<file path="src/rtl/ind_csr_pkg.sv">
package ind_csr_pkg;

  typedef enum logic [1:0] {
    WIN_NONE,
    WIN_MACH,
    WIN_SUP,
    WIN_VSUP
  } win_e;

  typedef enum logic [2:0] {
    MODE_M,
    MODE_HS,
    MODE_U,
    MODE_VS,
    MODE_VU
  } mode_e;

  typedef enum logic [1:0] {
    VERD_NONE,
    VERD_GRANT,
    VERD_ILLEGAL,
    VERD_VIRTUAL
  } verd_e;

  localparam logic [1:0] PRIV_M = 2'b11;
  localparam logic [1:0] PRIV_S = 2'b01;

endpackage

</file>
<file path="src/rtl/ind_csr_win_decode.sv">
module ind_csr_win_decode
  import ind_csr_pkg::*;
#(
  parameter int ADDR_W = 12,
  parameter logic [ADDR_W-1:0] MACH_BASE = 12'h350,
  parameter logic [ADDR_W-1:0] SUP_BASE  = 12'h150,
  parameter logic [ADDR_W-1:0] VSUP_BASE = 12'h250,
  parameter int WIN_SPAN = 8,
  parameter int GAP_OFS  = 4
) (
  input  logic [ADDR_W-1:0] addr,
  output win_e              win,
  output logic              is_sel
);
  localparam int OFS_W = $clog2(WIN_SPAN);
  localparam int NWIN  = 3;
  localparam logic [ADDR_W-1:0] WIN_BASE [NWIN] = '{MACH_BASE, SUP_BASE, VSUP_BASE};

  logic [NWIN-1:0] hit;
  logic            gap;

  assign gap = (addr[OFS_W-1:0] == OFS_W'(GAP_OFS));

  // one comparator per window, upper address bits against the aligned base
  for (genvar g = 0; g < NWIN; g++) begin : g_win
    assign hit[g] = (addr[ADDR_W-1:OFS_W] == WIN_BASE[g][ADDR_W-1:OFS_W]) && !gap;
  end

  always_comb begin
    if (hit[0])      win = WIN_MACH;
    else if (hit[1]) win = WIN_SUP;
    else if (hit[2]) win = WIN_VSUP;
    else             win = WIN_NONE;
  end

  assign is_sel = (addr[OFS_W-1:0] == '0);

endmodule

</file>
<file path="src/rtl/ind_csr_mode.sv">
module ind_csr_mode
  import ind_csr_pkg::*;
(
  input  logic [1:0] priv_lvl,
  input  logic       virt_mode,
  output mode_e      mode
);
  always_comb begin
    if (priv_lvl == PRIV_M)      mode = MODE_M;
    else if (priv_lvl == PRIV_S) mode = virt_mode ? MODE_VS : MODE_HS;
    else                         mode = virt_mode ? MODE_VU : MODE_U;
  end
endmodule

</file>
<file path="src/rtl/ind_csr_verdict.sv">
module ind_csr_verdict
  import ind_csr_pkg::*;
(
  input  win_e  win,
  input  logic  is_sel,
  input  mode_e mode,
  input  logic  men,
  input  logic  hen,
  input  logic  impl_host,
  input  logic  impl_guest,
  output verd_e verd
);
  logic below_m, virt_lvl, sv_win;
  logic tier_priv, tier_virt, tier_unimpl;

  assign below_m  = (mode != MODE_M);
  assign virt_lvl = (mode == MODE_VS) || (mode == MODE_VU);
  assign sv_win   = (win == WIN_SUP) || (win == WIN_VSUP);

  // tier 1: privilege level and machine gate
  assign tier_priv = ((win == WIN_MACH) && below_m)
                   || (sv_win && below_m && !men)
                   || (sv_win && (mode == MODE_U));

  // tier 2: virtualization faults
  assign tier_virt = ((win == WIN_VSUP) && virt_lvl)
                   || ((win == WIN_SUP) && (mode == MODE_VU))
                   || ((win == WIN_SUP) && (mode == MODE_VS) && !hen)
                   || ((win == WIN_SUP) && (mode == MODE_VS) && !is_sel
                       && impl_host && !impl_guest);

  // tier 3: alias with unimplemented select value
  assign tier_unimpl = !is_sel && !impl_host;

  always_comb begin
    if (win == WIN_NONE) verd = VERD_NONE;
    else if (tier_priv)  verd = VERD_ILLEGAL;
    else if (tier_virt)  verd = VERD_VIRTUAL;
    else if (tier_unimpl) verd = VERD_ILLEGAL;
    else                 verd = VERD_GRANT;
  end
endmodule

</file>
<file path="src/rtl/ind_csr_guard.sv">
module ind_csr_guard
  import ind_csr_pkg::*;
#(
  parameter int ADDR_W = 12,
  parameter logic [ADDR_W-1:0] MACH_BASE = 12'h350,
  parameter logic [ADDR_W-1:0] SUP_BASE  = 12'h150,
  parameter logic [ADDR_W-1:0] VSUP_BASE = 12'h250,
  parameter int WIN_SPAN = 8,
  parameter int GAP_OFS  = 4
) (
  input  logic              clk,
  input  logic              rst,
  input  logic [ADDR_W-1:0] csr_addr,
  input  logic [1:0]        priv_lvl,
  input  logic              virt_mode,
  input  logic              menable_ind,
  input  logic              henable_ind,
  input  logic              sel_impl_host,
  input  logic              sel_impl_guest,
  output logic              acc_grant,
  output logic              exc_illegal,
  output logic              exc_virtual
);
  win_e  win;
  logic  is_sel;
  mode_e mode;
  verd_e verd;

  ind_csr_win_decode #(
    .ADDR_W(ADDR_W), .MACH_BASE(MACH_BASE), .SUP_BASE(SUP_BASE),
    .VSUP_BASE(VSUP_BASE), .WIN_SPAN(WIN_SPAN), .GAP_OFS(GAP_OFS)
  ) u_dec (
    .addr(csr_addr), .win(win), .is_sel(is_sel)
  );

  ind_csr_mode u_mode (
    .priv_lvl(priv_lvl), .virt_mode(virt_mode), .mode(mode)
  );

  ind_csr_verdict u_verd (
    .win(win), .is_sel(is_sel), .mode(mode), .men(menable_ind),
    .hen(henable_ind), .impl_host(sel_impl_host),
    .impl_guest(sel_impl_guest), .verd(verd)
  );

  always_ff @(posedge clk) begin
    if (rst) begin
      acc_grant   <= 1'b0;
      exc_illegal <= 1'b0;
      exc_virtual <= 1'b0;
    end else begin
      acc_grant   <= (verd == VERD_GRANT);
      exc_illegal <= (verd == VERD_ILLEGAL);
      exc_virtual <= (verd == VERD_VIRTUAL);
    end
  end


  out_onehot_chk: assert property (@(posedge clk) disable iff (rst)
    $onehot0({acc_grant, exc_illegal, exc_virtual}));


  outside_quiet_chk: assert property (@(posedge clk) disable iff (rst)
    (win == WIN_NONE) |=> !(acc_grant || exc_illegal || exc_virtual));


  mgate_illegal_chk: assert property (@(posedge clk) disable iff (rst)
    ((win == WIN_SUP || win == WIN_VSUP) && priv_lvl != PRIV_M && !menable_ind)
    |=> exc_illegal);


  mmode_free_chk: assert property (@(posedge clk) disable iff (rst)
    (win != WIN_NONE && priv_lvl == PRIV_M && (is_sel || sel_impl_host))
    |=> acc_grant);


  vsup_virtual_chk: assert property (@(posedge clk) disable iff (rst)
    (win == WIN_VSUP && virt_mode && priv_lvl != PRIV_M && menable_ind)
    |=> exc_virtual);


  mach_only_chk: assert property (@(posedge clk) disable iff (rst)
    (win == WIN_MACH && priv_lvl != PRIV_M) |=> exc_illegal);

endmodule

</file>
<file path="config.mk">
export PLATFORM = sky130hd
export DESIGN_NAME = ind_csr_guard
export DESIGN_NICKNAME = d
export VERILOG_FILES = /design/src/rtl/ind_csr_pkg.sv /design/src/rtl/ind_csr_win_decode.sv /design/src/rtl/ind_csr_mode.sv /design/src/rtl/ind_csr_verdict.sv /design/src/rtl/ind_csr_guard.sv
export SDC_FILE = /design/constraint.sdc
export NUM_CORES = 1
export LEC_CHECK = 0
export ABC_AREA = 0
export BUFFER_PORTS_ARGS = -buffer_cell sky130_fd_sc_hd__buf_2
export CORE_AREA = 4 4 41 43
export CTS_BUF_LIST = sky130_fd_sc_hd__clkbuf_8
export CTS_CLUSTER_DIAMETER = 100
export DETAILED_ROUTE_END_ITERATION = 6
export DIE_AREA = 0 0 45 47
export GPL_TIMING_DRIVEN = 0
export PLACE_DENSITY = 0.48
export SYNTH_ARGS = -nofsm -noshare
export SYNTH_HDL_FRONTEND = slang
export SYNTH_SLANG_ARGS = --single-unit
</file>
<file path="constraint.sdc">
create_clock -name clk -period 2.4 [get_ports clk]
set_input_delay 0.72 -clock clk [delete_from_list [all_inputs] [get_ports clk]]
set_output_delay 0.72 -clock clk [all_outputs]
set_load 0.05 [all_outputs]
</file>
==> run summary, run 1 <==
Dividing the detail-routed wire length by the instance count gives 9.96 microns. Synthesis inferred 3 register bits. The run gives 80 as the final net count. The area of the die was 2120 sq um. Compared with the post-synthesis result, the final layout area differs by 65.9%. The met3 wire length was 74 microns; the post-cts gate resize count was 0. Cells with a size suffix above 1 make up 51.7% of the layout. The logs give 20.9% for the starting density of the core and 0 ps for the sum of negative setup slack.

The clock period could shrink to 1830 ps. The detail route stage leaves a number of antenna-violating nets equal to 0. The congestion estimate from routability-driven global placement came to 0.678. The period utilization came out at 76.0%. The run gives 0 as the final number of hold-violating endpoints.

The static power due to leakage was 0.212 nW; the total power divided by cell area was 513 nW/um^2. The tools report the number of warning messages in the yosys log as 0. The highest metal layer carrying signal wires in the routed design is met3. The maximum fanout count along the critical path came out at 3.

The synthesized netlist contains 24 unique library cells. After synthesis, the largest family of logic cells by area is simple AND/OR/NAND/NOR gates. The run gives 0 as the number of diodes added for antenna fixing. The setup path with the least slack is of type in -> reg. Prevailing post-synth register cell: dfxtp_1.

The worst hold path passes through 3 cells. The clock tree root buffer cell is clkbuf_8. For the number of clock sinks seen by CTS, the log shows 3. The worst setup path is launched from an input pin. The flow ran to the end, and the final reports show no timing, DRC or antenna violations. The number of H-tree levels was 1; the mapped cell area was 272 sq um. The transition time at the pin with the least slew margin came out at 304 ps.

Maximum clock path buffer count: 2. The detailed-router iteration count before antenna repair was 1; the die height was 47 microns. The simple-gate share of the synthesized area was 40.6%; the count of flip-flops with a built-in enable after synthesis was 0. The first global-routing pass estimated 1.10 mm of wire. The data required time at the worst endpoint is 2490 ps.

The synthesized netlist devotes 26.3% of its cell area to compound gates. Post-synthesis share of cell area spent on full adders, half adders and majority gates: 3.69%. The per-instance average area after synthesis came out at 8.76 sq um. The worst setup path is captured at a flop. In this run the tool buffered the top-level ports with 23 buffer cells.

The tools report the total area of sequential cells as 60.1 sq um. Across the VDD grid, the largest voltage drop is 149 uV. The top cell types in the final layout, fill and taps aside, are buf_2 (23), inv_1 (4), dfxtp_1 (3), clkbuf_8 (3). Data on the critical path arrives at its endpoint at 1920 ps. The fill cell instance count of the final layout is 148, and the pin count of the biggest net entering global routing is 5.

The routed layout has 323 vias. The post-synth net total came out at 52. Wires add up to 727 microns.

The run gives 31 as the instance count of the mapped netlist. The type of the worst min-delay path is in -> reg. The fraction of synthesized cell area in xor and xnor cells was 3.23%.

After global routing the overflow that remains totals 0. Counting flops with an async set or reset pin after synthesis yields a share of 0%. The post-CTS repair timing setup buffer count came out at 0. The run gives 299 as the via count of the first global-routing pass. Max-cap violations in this run came to 0.

The multi-input combinational cells in the finished layout cover a total of 200 sq um. In the final routing, the length of wire on met1 measures 291 microns. Setup repair after global routing left no endpoint under its margin. Derived from the worst setup path, the maximum achievable clock frequency is 548 MHz. Clock-pin slew was measured on the worst setup and hold paths at 30 ps.

Dividing the detail-routed via count by the number of cells gives 4.42. The total number of placement rows was 13. For the remaining design rule violation count, the log shows 0. The floorplan step defined a core boundary enclosing 1300 sq um. TritonCTS created 3 clock buffers. The count of pins on the block boundary is 24.

TritonCTS built the clock tree. In the global route stage, overall resource usage came out at 7.80%. The die boundary width is 45 microns.

The tools report the headroom to the max-slew limit as 79.5%. For the count of hold-fix buffers inserted at cts, the log shows 0. Most frequent standard cell in the layout excluding fill and tap cells: buf_2. Setup violations remaining at the end of the flow were counted as 0.

The fraction of synthesized area in multiplexers came out at 0%. The DRC violation total after the first TritonRoute iteration was 0; the met2 routed wirelength was 361 microns. The utilization after layout came out at 34.6%. After synthesis, flip-flops and latches occupy 22.1% of the total area. The final max-slew violation count is 0.

The initial antenna violation count is 0.
## final timing paths
kind	startpoint	to	slack, ps
max	csr_addr[10]	exc_virtual	570
min	sel_impl_host	acc_grant	820
## registers in the layout, summed over array words and instances (netlist names)
| register | cells |
|---|---|
| acc_grant | 1 |
| exc_illegal | 1 |
| exc_virtual | 1 |
## cell type report
cell class	count	area share, %
Clock inverter	1	0.833
Tap cell	15	4.17
Multi-Input combinational cell	25	44.4
Clock buffer	3	9.17
Inverter	3	2.50
Sequential cell	3	13.3
Timing Repair Buffer	23	25.6
## report_power, final
group | switching [W] | total (W) | internal (W)
clock network | 0.0000335 | 0.000142 | 0.000109
registers | 0.00000000905 | 0.0000503 | 0.0000503
logic | 0.0000171 | 0.0000385 | 0.0000214
total | 0.0000505 | 0.000231 | 0.000181
## per-layer routing
metal | GRT usage (%) | vias up
li1 | - | 172
met5 | 0 | -
met1 | 7.45 | 136
met2 | 12.4 | 15
met4 | 10.5 | 0
met3 | 1.53 | 0
## cell families after synthesis
logic type               count (synthesis)
AND/OR/NAND/NOR                         15
adder cells (fa/ha/maj)                  1
flip-flops                               3
AO/OA/AOI/OAI                            8
XOR/XNOR                                 1
buffers and inverters                    3
## critical path, stage by stage
cell	delay (ps)
buf_2	110
or3_4	390
or4b_4	490
o211ai_1	140
nor2b_1	80
## Yosys cell counts, types with 2 or more instances
cell	instances	area, sq um
nor3_1	2	10.0
nor2_1	2	7.51
dfxtp_1	3	60.1
inv_1	3	11.3
nand2b_1	2	12.5
## through the flow
step	worst slack [ps]	total power, W	cell area, sq um	instances	hold WS, ps
after CTS	560	0.000238	450	73	825
after floorplan	508	0.0000677	272	31	922
after detailed placement	334	0.0000899	405	69	1050
final	575	0.000231	450	73	822
after global placement	344	0.0000889	405	69	1040
after global routing	444	0.000247	450	73	869
Note: power is estimated with default switching activity, not from simulation.
==> run 2: changes to the inputs <==
Settings changed: ABC_AREA 0 to 1, PLACE_DENSITY 0.48 to 0.6.
Clock period 2.4 ns to 1.55 ns, I/O delays scaled along.
==> run summary, run 2 <==
The final max-slew violation count came out at 0. The number of buffers and inverters on the critical path works out to 1. The cell with the most instances on the worst path is nand2_2. Once detail routing completed, the nets flagged for antenna violations numbered 0. The die boundary width works out to 45 microns.

In this run, synthesis produced a sequential element count of 3. The total detailed-routing wirelength was 784 microns. The worst path arrival time came out at 1470 ps.

Leaving out fill and tap cells, the most frequent cell in the layout is buf_2. The count of flip-flops with a built-in enable after synthesis was 0. After synthesis, the cell types taking the most area are dfxtp_1 (15%), inv_1 (13%), nand2_2 (13%), nand2_1 (9.5%), nand3_1 (8.9%).

For this run, the register share of the synthesized area comes to 15.2%. Overall power consumption after layout is estimated at 0.000362 W. The sum of negative setup slack came out at 0 ps.

The flow ran to the end, and the final reports show no timing, DRC or antenna violations. The remaining design rule violation count came out at 0. Area of the die: 2120 sq um.

The maximum clock path buffer count came out at 2. After detailed placement, the design holds a cell count of 104. The run gives 0 as the number of maximum-capacitance violations. The delay contributed by the slowest stage of the critical path came out at 150 ps. Among all flip-flop cells after synthesis, the most frequent one is dfxtp_1. The cell sitting at the root of the clock tree is a clkbuf_8.

The run gives 0 as the final number of hold-violating endpoints. Clock tree synthesis found a total of 3 sinks. In this run the mean area of a mapped cell was 5.99 sq um. Walking the worst path, the cells encountered are buf_2 -> nor2_1 -> nand2_1 -> nor2_4 -> nand2_2 -> nand3_1 -> nand2_1 -> nand2_2 -> nand2_2 -> a21boi_1 -> nor2_1.

The total power divided by cell area was 631 nW/um^2; the detailed-router iteration count before antenna repair was 3. The count of hold-fix buffers inserted at cts is 0. In this run, CTS created clock tree buffers numbering 3. The data required time at the worst endpoint is 1650 ps, and the headroom to the max-slew limit is 79.6%. At the pin with the least slew margin, the transition time is 304 ps.

The pin count of the biggest net entering global routing is 6. Of all nets on the critical path, the largest fanout is 4. The run gives 0 as the initial antenna violation count.

Across the VDD grid, the largest voltage drop is 462 uV. Setup repair after global routing left no endpoint under its margin. The logs give 1300 sq um for the core outline area and 361 for the via count of the first global-routing pass. The top cell types in the final layout, fill and taps aside, are buf_2 (23), inv_1 (15), nand2_1 (10), nand2_2 (8), nand3_1 (7). Global routing consumed, over all layers together, 8.29% of the routing resources. The worst setup path is launched from an input pin.

The logs give 541 ps for the worst hold margin and 9 for the DRC violation total after the first TritonRoute iteration. The number of H-tree levels was 1. Most instantiated library cell after synthesis: inv_1. Timing would allow up to 732 MHz. Type of the worst min-delay path: in -> reg. The cell at the slowest stage of the critical path was nor2_4.

Starting density of the core: 30.4%. The average wire per cell in the routed design works out to 7.26 microns. Once the clock tree was built, the setup fixing pass inserted 0 buffers. Of all flip-flops after synthesis, the portion carrying an async set or reset was 0%. The final net count was 115.

The relative area change from synthesis to final layout was 45.3%. The type of the worst setup path was in -> reg. The number of buffer cells added on primary ports was 23; the static power due to leakage was 0.349 nW. Number of diodes added for antenna fixing: 0.

The number of warning messages in the yosys log is 0, and the routability congestion estimate from global placement is 0.721. The tools report the number of failing setup endpoints in the final timing report as 0. The cell family contributing the most delay on the critical path is simple AND/OR/NAND/NOR gates. The synthesized design devotes to its leading area cell type 15.2% of total area. 24 I/O pins were placed.

TritonCTS built the clock tree. The post-synth net total is 87. The startpoint identified for the worst hold timing path is rst. The worst path in the final design needs a cycle of 1370 ps, including I/O delays and setup. Once layout is complete, the utilization of the core stands at 44.1%. STA classifies the critical path endpoint as a flop. Detailed placement HPWL: 720 microns. Dividing the detail-routed via count by the number of cells gives 4.13. After clock tree synthesis, the clock-pin slew on the worst setup and hold paths is 30 ps.

After the flow finishes, the layout carries non-filler instances totaling 108. The first global-routing pass estimated 1.26 mm of wire. After technology mapping, the gate count stands at 66. The largest area contributor in the netlist was dfxtp_1. After synthesis, the netlist uses 17 different library cells.

In this run the cell area of the synthesized design comes to 395 sq um. Counting instances in the post-synthesis netlist gives the leading cell types as inv_1 (14), nand2_1 (10), nand2_2 (8). After floorplanning, the core was divided into 13 placement rows. For hold timing, the worst endpoint is exc_illegal. The tools report the post-cts gate resize count as 0. Along the worst hold path, the cell count comes to 4.

Fraction of layout instances using a drive strength above 1: 49.5%. The total overflow left after global routing is 0. Total number of vias: 446.

The die height works out to 47 microns. In the finished design, the share of the clock period the worst path needs comes to 88.2%. In the final layout, the registers with the most flip-flops are acc_grant x1, exc_illegal x1, exc_virtual x1.
==> run 2: where the power goes <==
part / switching (W) / leakage, nW / internal [W]
logic: 0.0000369 / 0.298 / 0.0000325
clock network: 0.0000468 / 0.0269 / 0.000168
registers: 0.0000000135 / 0.0242 / 0.0000779
total: 0.0000837 / 0.349 / 0.000279
==> run 2: worst max path at each step <==
stage | from | end | depth (start not counted)
after floorplan | csr_addr[3] | acc_grant | 10
after global placement | csr_addr[3] | acc_grant | 11
after detailed placement | csr_addr[10] | acc_grant | 11
after CTS | csr_addr[10] | acc_grant | 11
after global routing | csr_addr[10] | acc_grant | 11
final | csr_addr[3] | acc_grant | 11
==> run 2: area by class of cell <==
class	count	area, sq um
Tap cell	15	18.8
Clock buffer	3	41.3
Inverter	17	63.8
Multi-Input combinational cell	46	272
Timing Repair Buffer	23	115
Fill cell	154	727
Sequential cell	3	60.1
Clock inverter	1	3.75
==> run 2: kinds of logic after synthesis <==
logic type      count (synthesis)  share of synthesized area, %
compound gates                  5                          8.54
simple gates                   41                          60.1
flops                           3                          15.2
buf+inv                        17                          16.1
==> run 2: per-stage QoR <==
stage | area [sq um] | setup slack, ps
final | 574 | 183
after global placement | 529 | -35.5
after CTS | 574 | 179
after detailed placement | 529 | -39.0
after global routing | 574 | 76.3
after floorplan | 395 | 154
==> run 2: metal layers <==
metal / part of all wire, % / routed length [microns] / vias to the layer above / track usage [%]
met5: 0 / 0 / - / 0
met4: 0 / 0 / 0 / 0
met3: 9.4 / 74 / 0 / 5.75
met2: 48 / 374 / 15 / 14.1
met1: 43 / 335 / 180 / 9.07
li1: - / - / 251 / -
==> run 3: changes to the inputs <==
Settings changed: BUFFER_PORTS_ARGS -buffer_cell sky130_fd_sc_hd__buf_2 to unset, DONT_BUFFER_PORTS set to 1, PLACE_DENSITY 0.6 to 0.4, SYNTH_HIERARCHICAL set to 1.
==> run summary, run 3 <==
The flow ran to the end, but the final reports show violations. The final reports fail on negative setup slack. Buffers placed on the I/O ports in this run total 0. The run gives 0 as the number of maximum-capacitance violations. For the total track usage, the log shows 8.51%. The DRC violation total after the first TritonRoute iteration was 2; the headroom to the max-slew limit was 68.5%.

The origin of the worst setup path is priv_lvl[0]. STA classifies the critical path startpoint as an input pin. For this design, the CTS-stage hold fixing added 0 buffers.

The tools report the maximum clock path buffer count as 2. In this run the power spent charging and discharging nets is 0.0000832 W. The total number of placement rows is 13, and the die boundary width is 45 microns.

The critical path is of the in -> reg type. Sequential elements use 17.2% of the synthesized area. The final number of hold-violating endpoints was 0.

Counting every net in the synthesized netlist gives 89. The share of the synthesized area in the top cell type works out to 17.2%. For the detailed-router iteration count before antenna repair, the log shows 2.

After layout, the design draws a total of 0.000357 W. Sequential cells account for 22.0% of the total power. Among all cell types in the netlist, the one instantiated most often is nand2_1. After the last flow step, the layout net total stands at 97. The number of H-tree levels is 1. Of all nets on the critical path, the largest fanout is 3. The run gives 67 as the instance count of the mapped netlist. STA classifies the critical path endpoint as a flop. The run gives 1.30 mm as the wire length of the first global-routing pass. Combinational cells account for 17.0% of the total power. Yosys attributes the largest share of cell area to dfxtp_1 (17%), nand2_1 (17%), inv_1 (16%), nor2_1 (13%), a21oi_1 (7.2%).

Counting instances in the post-synthesis netlist gives the leading cell types as nand2_1 (16), inv_1 (15), nor2_1 (12). The fill cell instance count of the final layout is 159. dfxtp_1 takes more of the synthesized area than any other cell. The logs give 1 for the number of failing setup endpoints in the final timing report and 1300 sq um for the core outline area.

In the final layout, flip-flops and latches occupy 60.1 sq um. The via count of the first global-routing pass came out at 365. The fraction of layout instances using a drive strength above 1 was 36.5%.

The final max-slew violation count is 0. In this run the power density over the cells is 690 nW/um^2. The type of the worst min-delay path is in -> reg.

The internal portion of the total power is 0.000273 W. At the end of the flow the core is filled with cells to 39.7%. The post-synthesis compound-gate area fraction was 9.32%. For the count of pins on the block boundary, the log shows 24. The cell area that synthesis handed to floorplanning was 349 sq um. Number of synthesized register bits: 3. The area of the die was 2120 sq um; the fraction of synthesized area in multiplexers was 0%.

The number of warning messages in the yosys log was 6; the post-synthesis share of cell area spent on full adders, half adders and majority gates was 3.58%. Following the worst setup path forward leads to its endpoint at exc_illegal. The static power due to leakage is 0.242 nW, and the number of clock sinks seen by CTS is 3. Main combinational cell family by area after synthesis: simple AND/OR/NAND/NOR gates. In the final layout, the registers with the most flip-flops are acc_grant x1, exc_illegal x1, exc_virtual x1. Setup repair after global routing could not meet its margin everywhere. The top cell types in the final layout, fill and taps aside, are nand2_1 (15), nor2_1 (10), inv_1 (10), inv_2 (6).

The setup slack of the critical path after layout came out at -0.250 ps. Summing all multi-input logic gate instances after layout gives 303 sq um. The count of flip-flops with a built-in enable after synthesis was 0. Global routing finished with a remaining overflow of 0.

For the pin with the worst max-slew slack, the measured transition is 471 ps. For the finished layout, the period the worst path requires is 1550 ps. The number of diodes added for antenna fixing was 0. From synthesis to final layout, the design area changed by 48.0%. The routability congestion estimate from global placement is 0.727. Summing over every cut layer, the via total after detailed routing is 397. Dividing the detail-routed via count by the number of cells gives 4.46.

STA puts the critical path data required time at 1700 ps. The average wire per cell in the routed design was 9.73 microns. The clock share of power was 61.0%; the final antenna-violating net count was 0. The worst path arrival time was 1700 ps; the per-instance average area after synthesis was 5.21 sq um. In this run switching power makes up 23.3% of total power. For this configuration, the core starts out at a cell density of 26.8%. The total clock buffers created by CTS came out at 3. The synthesized netlist contains 15 unique library cells. Summed over all layers, the routed wires come to 866 microns.

The floorplan step set the die height to 47 microns. Summing the areas of all xor and xnor instances in the mapped netlist gives 0% of the synthesized area. The detailed placement HPWL was 686 microns.

The initial antenna violation count was 0; the remaining design rule violation count was 0. The synthesized netlist devotes 52.7% of its cell area to simple gates. The proportion of register bits with asynchronous set or reset after synthesis was 0%.

In the synthesized netlist the dominant register cell turns out to be dfxtp_1. TritonCTS built the clock tree. The clock tree root buffer cell was clkbuf_8. The period utilization is 100%, and the pin count of the biggest net entering global routing is 5. Clock-pin slew was measured on the worst setup and hold paths at 30 ps.

Timing would allow up to 645 MHz. The maximum vdd drop is 196 uV. The library cell used most frequently in the layout, excluding fill and tap cells, is nand2_1.
==> run 3: changes by cell type after synthesis, sizes merged <==
cell and delta:
a21oi +4, inv -1, nor2b +1, nand3b +1, nor3 +1, nand3 -3
nand2 -3, a31oi -1, a21boi -2, ha +1, nor2 +3
==> run 3: critical path, cell delays in order <==
cell     delay [ps]
inv_8            10
nor2_4          100
inv_2            50
ha_4            250
inv_2            30
a21oi_4         130
nand2_1          70
inv_1            50
nand2_1          40
nand2_1          60
nand2_2          70
a21oi_2         180
nand2_1          70
nor2_1          100
==> run 3: area by class of cell <==
class | instances | area share [%]
well taps | 15 | 3.63
repair buffers | 3 | 4.36
clock inverters | 1 | 0.726
multi-input cells | 48 | 58.6
flip-flops and latches | 3 | 11.6
clock buffers | 3 | 7.99
inverters | 16 | 13.1
==> run 3: routing by layer <==
| metal | part of all wire [%] | track usage, % | vias up |
|---|---|---|---|
| met5 | 0 | 0 | - |
| met4 | 0.81 | 7.02 | 0 |
| met3 | 5.9 | 2.30 | 2 |
| met2 | 49 | 12.7 | 10 |
| met1 | 44 | 10.2 | 168 |
| li1 | - | - | 217 |
==> run 3: through the flow <==
| stage | hold slack (ps) | cells | cell area (sq um) | TNS [ps] | worst slack (ps) |
|---|---|---|---|---|---|
| 5_1_grt | 321 | 89 | 517 | -264 | -108 |
| 6_report | 322 | 89 | 517 | -0.250 | -0.250 |
| 2_1_floorplan | 537 | 67 | 375 | -365 | -136 |
| 4_1_cts | 318 | 87 | 452 | -4.25 | -4.25 |
| 3_3_place_gp | 542 | 82 | 394 | -760 | -277 |
| 3_5_place_dp | 541 | 82 | 394 | -786 | -295 |
==> run 3: cells by family (layout without fill, tap and decap cells) <==
| logic type | count (synthesis) | count (layout) |
|---|---|---|
| fa+ha+maj | 1 | 1 |
| buf+inv | 16 | 23 |
| flops | 3 | 3 |
| simple gates | 41 | 41 |
| compound gates | 6 | 6 |
==> run 3: worst min-delay path by stage <==
stage / start / endpoint / cells after the start
after floorplan: rst / exc_virtual / 1
after global placement: rst / exc_virtual / 1
after detailed placement: rst / exc_virtual / 1
after CTS: rst / exc_virtual / 1
after global routing: rst / exc_virtual / 1
final: rst / exc_virtual / 1
==> run 3: timing repair <==
item                                    in CTS  in global routing
endpoints found under the setup margin       3                  3
buffers inserted                             1                  2
gates resized for setup                      2                 14
pin swaps                                    6                 14
==> run 3: power by group through the flow <==
stage / registers, W / logic (W) / clock network [W]
finish: 0.0000783 / 0.0000608 / 0.000217
global route: 0.0000782 / 0.0000681 / 0.000237
CTS: 0.0000783 / 0.0000482 / 0.000224
detailed placement: 0.0000793 / 0.0000453 / 0
global placement: 0.0000793 / 0.0000445 / 0
floorplan: 0.0000793 / 0.0000393 / 0
